### src/rtl/rcp_pkg.sv
package rcp_pkg;

   // Selects the arithmetic form of one quotient-bit step
   typedef enum logic [0:0] {
      DIV_RESTORE    = 1'b0,
      DIV_NONRESTORE = 1'b1
   } div_algo_e;

endpackage

### src/rtl/rcp_rr_arb.sv
module rcp_rr_arb #(
   parameter int N  = 8,
   parameter int IW = $clog2(N)
) (
   input  logic          clk,
   input  logic          rst_n,
   input  logic [N-1:0]  req,
   input  logic          take,
   output logic          gnt_valid,
   output logic [IW-1:0] gnt_idx
);

   logic [IW-1:0] ptr;

   // Rotated priority search starting at the pointer
   always_comb begin
      gnt_valid = 1'b0;
      gnt_idx   = '0;
      for (int k = 0; k < N; k++) begin
         automatic int j = int'(ptr) + k;
         if (j >= N) j = j - N;
         if (!gnt_valid && req[j]) begin
            gnt_valid = 1'b1;
            gnt_idx   = IW'(j);
         end
      end
   end

   always_ff @(posedge clk or negedge rst_n) begin
      if (!rst_n) begin
         ptr <= '0;
      end else if (take && gnt_valid) begin
         ptr <= (gnt_idx == IW'(N-1)) ? '0 : gnt_idx + 1'b1;
      end
   end

endmodule

### src/rtl/rcp_iter_div.sv
module rcp_iter_div
   import rcp_pkg::*;
#(
   parameter int        OP_W  = 18,
   parameter int        QUO_W = 2*OP_W,
   parameter int        SH_W  = $clog2(QUO_W),
   parameter div_algo_e ALGO  = DIV_RESTORE
) (
   input  logic             clk,
   input  logic             rst_n,
   input  logic             start,
   input  logic [OP_W-1:0]  dvsr,
   input  logic [SH_W-1:0]  scl,
   output logic             run,
   output logic             fin,
   output logic [QUO_W-1:0] quo
);

   localparam int CW = $clog2(QUO_W);
   localparam logic [CW-1:0] LAST_BIT = CW'(QUO_W-1);

   logic [CW-1:0]   cnt;
   logic [CW-1:0]   scl_q;
   logic [OP_W-1:0] dvsr_q;
   logic            nbit;
   logic            qbit;
   logic            load;
   logic            step;

   assign load = start && !run;
   assign step = run;
   // Numerator is a single one at bit position scl_q
   assign nbit = (cnt == scl_q);

   always_ff @(posedge clk or negedge rst_n) begin
      if (!rst_n) begin
         run    <= 1'b0;
         fin    <= 1'b0;
         cnt    <= '0;
         scl_q  <= '0;
         dvsr_q <= '0;
         quo    <= '0;
      end else begin
         fin <= 1'b0;
         if (load) begin
            run    <= 1'b1;
            cnt    <= LAST_BIT;
            dvsr_q <= dvsr;
            scl_q  <= (scl > SH_W'(QUO_W-1)) ? LAST_BIT : CW'(scl);
            quo    <= '0;
         end else if (step) begin
            quo <= {quo[QUO_W-2:0], qbit};
            if (cnt == '0) begin
               run <= 1'b0;
               fin <= 1'b1;
            end else begin
               cnt <= cnt - 1'b1;
            end
         end
      end
   end

   generate
      if (ALGO == DIV_RESTORE) begin : g_restore
         logic [OP_W-1:0] rem_q;
         logic [OP_W:0]   sh;
         logic [OP_W:0]   diff;

         always_comb begin
            sh   = {rem_q, nbit};
            diff = sh - {1'b0, dvsr_q};
            qbit = ~diff[OP_W];
         end

         always_ff @(posedge clk or negedge rst_n) begin
            if (!rst_n)     rem_q <= '0;
            else if (load)  rem_q <= '0;
            else if (step)  rem_q <= qbit ? diff[OP_W-1:0] : sh[OP_W-1:0];
         end
      end else begin : g_nonrestore
         logic [OP_W+1:0] rem_q;
         logic [OP_W+1:0] sh;
         logic [OP_W+1:0] nxt;

         always_comb begin
            sh   = {rem_q[OP_W:0], nbit};
            nxt  = rem_q[OP_W+1] ? sh + {2'b00, dvsr_q} : sh - {2'b00, dvsr_q};
            qbit = ~nxt[OP_W+1];
         end

         always_ff @(posedge clk or negedge rst_n) begin
            if (!rst_n)     rem_q <= '0;
            else if (load)  rem_q <= '0;
            else if (step)  rem_q <= nxt;
         end
      end
   endgenerate

endmodule

### src/rtl/rcp_lane_route.sv
module rcp_lane_route #(
   parameter int N  = 8,
   parameter int IW = $clog2(N)
) (
   input  logic          fin,
   input  logic [IW-1:0] idx,
   output logic [N-1:0]  done
);

   generate
      for (genvar i = 0; i < N; i++) begin : g_lane
         assign done[i] = fin && (idx == IW'(i));
      end
   endgenerate

endmodule

### src/rtl/rcp_share.sv
module rcp_share
   import rcp_pkg::*;
#(
   parameter int        NUM_PE = 8,
   parameter int        OP_W   = 18,
   parameter int        RES_W  = 18,
   parameter int        SH_W   = $clog2(2*OP_W),
   parameter div_algo_e ALGO   = DIV_RESTORE
) (
   input  logic                     clk,
   input  logic                     rst_n,
   input  logic [NUM_PE-1:0]        req,
   input  logic [NUM_PE*OP_W-1:0]   opnd_bus,
   input  logic [SH_W-1:0]          scale,
   output logic                     busy,
   output logic [NUM_PE-1:0]        done,
   output logic [RES_W-1:0]         res_data,
   output logic                     res_err,
   output logic [$clog2(NUM_PE)-1:0] res_idx
);

   localparam int QUO_W = 2*OP_W;
   localparam int IW    = $clog2(NUM_PE);

   generate
      if (NUM_PE < 2) begin : g_bad_pe
         $error("rcp_share: NUM_PE must be at least 2");
      end
      if (OP_W < 2) begin : g_bad_op
         $error("rcp_share: OP_W must be at least 2");
      end
      if (RES_W > QUO_W || RES_W < 1) begin : g_bad_res
         $error("rcp_share: RES_W must lie in 1..2*OP_W");
      end
      if (SH_W < $clog2(QUO_W)) begin : g_bad_sh
         $error("rcp_share: SH_W too narrow for 2*OP_W scale positions");
      end
   endgenerate

   logic [OP_W-1:0]  opnd_arr [NUM_PE];
   logic             gnt_valid;
   logic [IW-1:0]    gnt_idx;
   logic             take;
   logic             div_run;
   logic             div_fin;
   logic [QUO_W-1:0] quo;
   logic [IW-1:0]    idx_q;
   logic             zero_q;
   logic             ovf;

   generate
      for (genvar i = 0; i < NUM_PE; i++) begin : g_unpack
         assign opnd_arr[i] = opnd_bus[i*OP_W +: OP_W];
      end
   endgenerate

   assign take = gnt_valid && !div_run;

   rcp_rr_arb #(
      .N  (NUM_PE),
      .IW (IW)
   ) u_arb (
      .clk       (clk),
      .rst_n     (rst_n),
      .req       (req),
      .take      (take),
      .gnt_valid (gnt_valid),
      .gnt_idx   (gnt_idx)
   );

   rcp_iter_div #(
      .OP_W  (OP_W),
      .QUO_W (QUO_W),
      .SH_W  (SH_W),
      .ALGO  (ALGO)
   ) u_div (
      .clk   (clk),
      .rst_n (rst_n),
      .start (take),
      .dvsr  (opnd_arr[gnt_idx]),
      .scl   (scale),
      .run   (div_run),
      .fin   (div_fin),
      .quo   (quo)
   );

   always_ff @(posedge clk or negedge rst_n) begin
      if (!rst_n) begin
         idx_q  <= '0;
         zero_q <= 1'b0;
      end else if (take) begin
         idx_q  <= gnt_idx;
         zero_q <= (opnd_arr[gnt_idx] == '0);
      end
   end

   generate
      if (QUO_W > RES_W) begin : g_sat
         assign ovf = |quo[QUO_W-1:RES_W];
      end else begin : g_nosat
         assign ovf = 1'b0;
      end
   endgenerate

   rcp_lane_route #(
      .N  (NUM_PE),
      .IW (IW)
   ) u_route (
      .fin  (div_fin),
      .idx  (idx_q),
      .done (done)
   );

   assign busy     = div_run;
   assign res_data = (zero_q || ovf) ? '1 : quo[RES_W-1:0];
   assign res_err  = div_fin && zero_q;
   assign res_idx  = idx_q;

endmodule

### config.mk
export PLATFORM = sky130hd
export DESIGN_NAME = rcp_share
export DESIGN_NICKNAME = d
export VERILOG_FILES = /design/src/rtl/rcp_pkg.sv /design/src/rtl/rcp_rr_arb.sv /design/src/rtl/rcp_iter_div.sv /design/src/rtl/rcp_lane_route.sv /design/src/rtl/rcp_share.sv
export SDC_FILE = /design/constraint.sdc
export NUM_CORES = 1
export LEC_CHECK = 0
export CELL_PAD_IN_SITES_DETAIL_PLACEMENT = 1
export CELL_PAD_IN_SITES_GLOBAL_PLACEMENT = 2
export CORE_ASPECT_RATIO = 1.1
export CORE_MARGIN = 3
export CORE_UTILIZATION = 31
export DETAILED_ROUTE_END_ITERATION = 8
export PLACE_DENSITY_LB_ADDON = 0.1
export REMOVE_ABC_BUFFERS = 1
export SYNTH_ARGS = -nofsm -noshare
export SYNTH_HDL_FRONTEND = slang
export SYNTH_SLANG_ARGS = --single-unit
### constraint.sdc
create_clock -name clk -period 6.65 [get_ports clk]
set_input_delay 0.9975 -clock clk [delete_from_list [all_inputs] [get_ports clk]]
set_output_delay 0.9975 -clock clk [all_outputs]
set_load 0.01 [all_outputs]
==> results_dict.tcl, run 1 <==
set metrics [dict create \
    async_flop_share_pct 100 \
    ys_seq_elements 93 \
    finClkSkew_ns 0.0111 \
    drcViolationCount 0 \
    wl_per_cell_um 16.5 \
    start_util_pct 31.8 \
    avgViaCountPerCell 5.01 \
    rsz0062_at_grt "no" \
    track_usage_pct 16.8 \
    period_minus_slack_ns 5.09 \
    tightest_slew_ns 0.794 \
    ys.flop_type "dfrtp_1" \
    io_pins 191 \
    ys_types 63 \
    postCtsSetupBuffers 0 \
    final-hold-violation-count 0 \
    synthToLayoutAreaGrowth_pct 34.0 \
    seq_area_frac_synth_pct 31.9 \
    design.die.area_um2 25400 \
    slew_viol_final 0 \
    nNetsFinal 1203 \
    antenna_found_initial 0 \
    final_util_pct 42.5 \
    grt_pass1_wl_mm 35.6 \
    finalPower_mw 5.70 \
    synth_top_area_share_pct 31.9 \
    status "finished, final reports clean" \
    io_buffers 190 \
    synthTopCellsByCount "nand2_1 (192), mux2i_1 (105), dfrtp_1 (93)" \
    end_kind "flip-flop" \
    syn-instance-count 857 \
    worst_hold_path.num_cells 2 \
    rows 58 \
    ff2ff_setup_slack_ns 1.56 \
    period_share_pct 76.5 \
    clock_sinks 93 \
    n_antenna_cell 0 \
    path_max_fanout 14 \
    min_to "u_div.dvsr_q[3]$_DFFE_PN0P_" \
    maxCapViolations 0 \
    ys_warn_count 0 \
    r2r_end "zero_q$_DFFE_PN0P_" \
    synth_area_um2 7300 \
    htree_levels 3 \
    worstReg2RegStart "u_arb.ptr[1]$_DFFE_PN0P_" \
    setup_viol 0 \
    cts_tree "done" \
    gp_congestion 0.832 \
    fp.dieW_um 152 \
    leakage_nw 4.20 \
    min_from "u_div.dvsr_q[3]$_DFFE_PN0P_" \
    first_global_vias 6809 \
    worstSetupPathType "reg2reg" \
    antenna_left 0 \
    cts-resized-gates 0 \
    hpwl_mm 16.9 \
    start_kind "flip-flop" \
    ir_drop_v 0.000456 \
    synth_area_leader_cell "dfrtp_1" \
    cts_root_buffer "clkbuf_16" \
    synth_top_cells_by_area "dfrtp_1 (32%), mux2i_1 (14%), nand2_1 (9.9%), o21ai_0 (5.1%), ha_1 (3.9%)" \
    syn_area_per_cell_um2 8.52 \
    setup_ws_ns 1.56 \
    synth_most_common_cell "nand2_1" \
    coreArea_um2 23000 \
    placed_cell_area_um2 9440 \
    cts-hold-fix-buffers 0 \
    routed_wl_mm 21.8 \
    fmax_mhz 197 \
    path_clk_slew_ns 0.07 \
    place_ws_ns 1.22 \
    drtPass1Iterations 4 \
    power_density_nw_per_um2 582 \
    overflow 0 \
    drt_iter0_markers 236 \
    grt_start_max_net_pins 75 \
    synth_edf_count 0 \
    worstPathArrival_ns 5.35 \
    critPathRequiredTime_ns 6.91 \
    vias 6634 \
    rr_worst_depth 15 \
    stdcell_area_um2 9790 \
    insertion_delay_ns 0.35 \
    maxSlewHeadroom_pct 47.1 \
    die_y_um 167 \
    cts_buffers 9 \
    drive_gt1_share_pct 6.54 \
    hp-class "reg2reg" \
    setup_tns_ns 0 \
    cts_max_path_buffers 2 \
]
[how the worst max path moves through the flow]
stage	from	to	slack, ns	cells after the start
final	u_arb.ptr[1]$_DFFE_PN0P_	zero_q$_DFFE_PN0P_	1.56	15
after global routing	u_arb.ptr[1]$_DFFE_PN0P_	zero_q$_DFFE_PN0P_	1.01	15
after CTS	u_arb.ptr[1]$_DFFE_PN0P_	zero_q$_DFFE_PN0P_	1.48	15
after detailed placement	req[3]	zero_q$_DFFE_PN0P_	1.22	14
after global placement	req[3]	zero_q$_DFFE_PN0P_	1.32	14
after floorplan	u_arb.ptr[0]$_DFFE_PN0P_	zero_q$_DFFE_PN0P_	-1.65	13
[state kept, by name (all words and copies together), names as in the netlist]
| register | cells |
|---|---|
| u_div.quo | 36 |
| zero_q | 1 |
| u_div.scl_q | 6 |
| u_div.cnt | 6 |
| u_div.fin | 1 |
| u_div.run | 1 |
| res_idx | 3 |
| u_div.g_restore.rem_q | 18 |
| u_div.dvsr_q | 18 |
| u_arb.ptr | 3 |
[report_power, final]
| group | leakage, nW | total, mW | internal, mW | switching [mW] |
|---|---|---|---|---|
| sequential | 1.14 | 1.10 | 0.856 | 0.241 |
| clock | 0.168 | 0.610 | 0.372 | 0.238 |
| combinational | 2.89 | 3.99 | 1.82 | 2.17 |
| total | 4.20 | 5.70 | 3.05 | 2.65 |
[cells in the final DEF, fill, tap and decap left out, types with 9 or more instances in the layout]
cell,netlist,final
xor2_1,10,10
and2_1,9,9
o21ai_0,75,75
clkdlybuf4s50_1,0,189
dfrtp_1,93,92
ha_1,23,23
a21oi_1,13,13
inv_1,33,33
nand2b_1,25,25
nor3_1,12,12
clkbuf_16,0,9
mux4_2,10,10
o211ai_1,14,14
nor2_1,38,36
buf_4,5,12
mux2i_1,105,105
mux2_2,15,15
xnor2_1,14,13
nand3_1,23,23
a31oi_1,13,12
nand2_1,192,192
[kinds of logic (layout without fill, tap and decap cells)]
kind of cell	Yosys count	in the layout	synth area share (%)
and+or+nand+nor	336	336	20.7
AOI/OAI and AO/OA	158	158	13.4
muxes	137	137	21.3
DFF	93	93	31.9
buffers and inverters	85	252	5.67
adders and majority gates	24	24	4.21
xor gates and xnor gates	24	24	2.88
[routing by layer]
layer	track usage [%]	part of all wire (%)	wire [µm]	vias up
met5	0	0	0	-
met4	3.71	0.88	193	0
met3	4.18	6.1	1330	11
met2	28.0	46	10100	170
met1	22.2	47	10200	3123
li1	-	-	-	3330
[final cells by class]
cell class                      count  area, µm²
Fill cell                        2710      13200
Inverter                           34        128
Clock buffer                       10        229
Multi-Input combinational cell    679       4610
Sequential cell                    93       2330
Clock inverter                      6        116
Tap cell                          300        375
Timing Repair Buffer              202       2000
[through the flow]
step | cells | hold WS [ns]
after floorplan | 806 | 0.450
after global placement | 1308 | 0.464
after detailed placement | 1308 | 0.471
after CTS | 1324 | 0.486
after global routing | 1324 | 0.537
final | 1324 | 0.481
[critical path, cell delays in order (launching register included)]
cell	delay (ns)
dfrtp_1	0.59
clkinv_1	0.32
ha_1	0.57
mux4_2	0.44
mux2i_1	0.19
inv_1	0.12
nor4_4	0.39
nand2_1	0.18
o21ai_0	0.19
nand2_1	0.32
inv_1	0.42
buf_4	0.27
mux2_2	0.37
nor4_2	0.31
nand4b_1	0.15
o31ai_2	0.18
Note: power is estimated with default switching activity, not from simulation.
==> run 2: changes to the inputs <==
CORE_UTILIZATION = 29   (was 31)
clock period = 4.9 ns   (was 6.65 ns; I/O delays follow)
==> run 2 against run 1 <==
Compared with the run above: sequential power is 34% higher; count of clock-buffer cells in the layout up 2; via count is 0.83% higher; clock skew shrank 0.0031 ns; register-to-register slack worse by 1.1 ns; clock power rose by 12%; first-iteration DRC count grew 31%; core utilization shrank 2.2 points; highest routed layer unchanged; hold slack worse by 0.021 ns.
==> results_dict.tcl, run 2 (synthesis gave the netlist of run 1 again) <==
set metrics [dict create \
    drcViolationCount 0 \
    antenna_left 0 \
    finalPower_mw 7.98 \
    period_minus_slack_ns 4.49 \
    leakage_nw 4.26 \
    ir_drop_v 0.000436 \
    worstPathArrival_ns 4.74 \
    maxSlewHeadroom_pct 36.9 \
    coreArea_um2 24600 \
    routed_wl_mm 22.2 \
    io_pins 191 \
    cts-resized-gates 0 \
    final_util_pct 40.3 \
    ff2ff_setup_slack_ns 0.50 \
    die_y_um 172 \
    postCtsSetupBuffers 0 \
    multi_input_area_um2 4620 \
    largest_register_ff_count 36 \
    path_clk_slew_ns 0.07 \
    path_cells "clkdlybuf4s50_1, mux4_1, and2_0, o31a_1, or3_1, a221oi_4, buf_12, buf_4, mux2_1, nand2_1, o21ai_1, nor4_1, a21oi_1, o31ai_2" \
    crit_slowest_cell "mux4_1" \
    start_kind "input pin" \
    n_antenna_cell 0 \
    cts_max_path_buffers 2 \
    setup_viol 0 \
    hpwl_mm 17.5 \
    critPathRequiredTime_ns 5.16 \
    path_max_fanout 38 \
    drtPass1Iterations 5 \
    nNetsFinal 1219 \
    final-hold-violation-count 0 \
    htree_levels 3 \
    vias 6689 \
    avgViaCountPerCell 4.95 \
    clock_sinks 93 \
    power_frac_comb_pct 73.0 \
    ff_latch_area_um2 2330 \
    wl_per_cell_um 16.5 \
    cts-hold-fix-buffers 0 \
    io_buffers 190 \
    synthToLayoutAreaGrowth_pct 35.9 \
    fp.dieW_um 157 \
    grt_start_max_net_pins 71 \
    max_stage_delay_ns 0.59 \
    status "finished, final reports clean" \
    slew_viol_final 0 \
    fmax_mhz 223 \
    cts_root_buffer "clkbuf_16" \
    fill_cells 2898 \
    gp_congestion 0.806 \
    overflow 0 \
    finClkSkew_ns 0.00801 \
    top_register "u_div.quo" \
    drive_gt1_share_pct 7.98 \
    cts_tree "done" \
    maxCapViolations 0 \
    cts_buffers 9 \
    layout.cells.most_common "nand2_1" \
    first_global_vias 6755 \
    tightest_slew_ns 0.944 \
    seqPwrFrac_pct 18.4 \
    start_util_pct 29.7 \
    hp-class "in2async" \
    end_kind "flip-flop" \
    power_density_nw_per_um2 804 \
    rsz0062_at_grt "no" \
    clkPwrFrac_pct 8.6 \
    top_regs "u_div.quo (36), u_div.dvsr_q (18), u_div.g_restore.rem_q (18)" \
    drt_iter0_markers 309 \
    antenna_found_initial 0 \
    worstSetupPathType "in2reg" \
    period_share_pct 91.5 \
    track_usage_pct 16.2 \
    mostFrequentLayoutCells "nand2_1 (192), clkdlybuf4s50_1 (189), mux2i_1 (105)" \
    grt_pass1_wl_mm 35.5 \
    design.die.area_um2 27100 \
    rows 60 \
    switching_share_pct 46.2 \
    p_switching_mw 3.69 \
    intPower_mw 4.29 \
    insertion_delay_ns 0.35 \
]
[run 2: final cells by class]
type	instances	area share, %
Timing Repair Buffer	218	21.9
Clock buffer	12	2.58
Inverter	34	1.29
Tap cell	310	3.91
Multi-Input combinational cell	679	46.5
Sequential cell	93	23.5
Clock inverter	4	0.328
[run 2: worst max-delay path: cells and delay by family]
kind / cells / cell delay, ns
buffers and inverters: 3 / 1.13
AO/OA/AOI/OAI: 5 / 1.02
multiplexers: 2 / 0.94
AND/OR/NAND/NOR: 4 / 0.88
[run 2: layer usage]
layer | vias to the layer above | GRT usage (%) | share of wire (%)
met5 | - | 0 | 0
met4 | 0 | 2.72 | 0.75
met3 | 10 | 4.48 | 6.0
met2 | 166 | 25.3 | 44
met1 | 3148 | 22.7 | 49
li1 | 3365 | - | -
[run 2: path summary, 6_finish.rpt]
path                                            start                                    end  cells past startpoint
min in group clk           u_div.scl_q[4]$_DFFE_PN0P_             u_div.scl_q[4]$_DFFE_PN0P_                      2
max                                            req[4]                     zero_q$_DFFE_PN0P_                     14
max in group asynchronous                       rst_n                 res_idx[1]$_DFFE_PN0P_                      2
min                                             rst_n              u_div.quo[11]$_DFFE_PN0P_                      1
max reg2reg                  u_div.cnt[2]$_DFFE_PN0P_  u_div.g_restore.rem_q[16]$_DFFE_PN0P_                     18
min reg2reg                u_div.scl_q[4]$_DFFE_PN0P_             u_div.scl_q[4]$_DFFE_PN0P_                      2
[run 2: power by group through the flow]
stage | clock network, mW | registers [mW] | logic [mW]
6_report | 0.683 | 1.47 | 5.82
5_1_grt | 0.744 | 1.54 | 6.51
4_1_cts | 0.716 | 1.48 | 5.93
3_5_place_dp | 0 | 1.49 | 5.92
3_3_place_gp | 0 | 1.49 | 5.85
2_1_floorplan | 0 | 1.45 | 3.90
[run 2: through the flow]
stage               cell area [µm²]  setup TNS (ns)  std cells  setup slack, ns  hold WS, ns
floorplan                      7020          -71.76        806            -3.40        0.439
global placement               9640               0       1334            0.149        0.470
detailed placement             9640               0       1334           0.0238        0.482
CTS                            9930               0       1350            0.392        0.484
global route                   9930               0       1350           0.0994        0.507
finish                         9930               0       1350            0.414        0.460
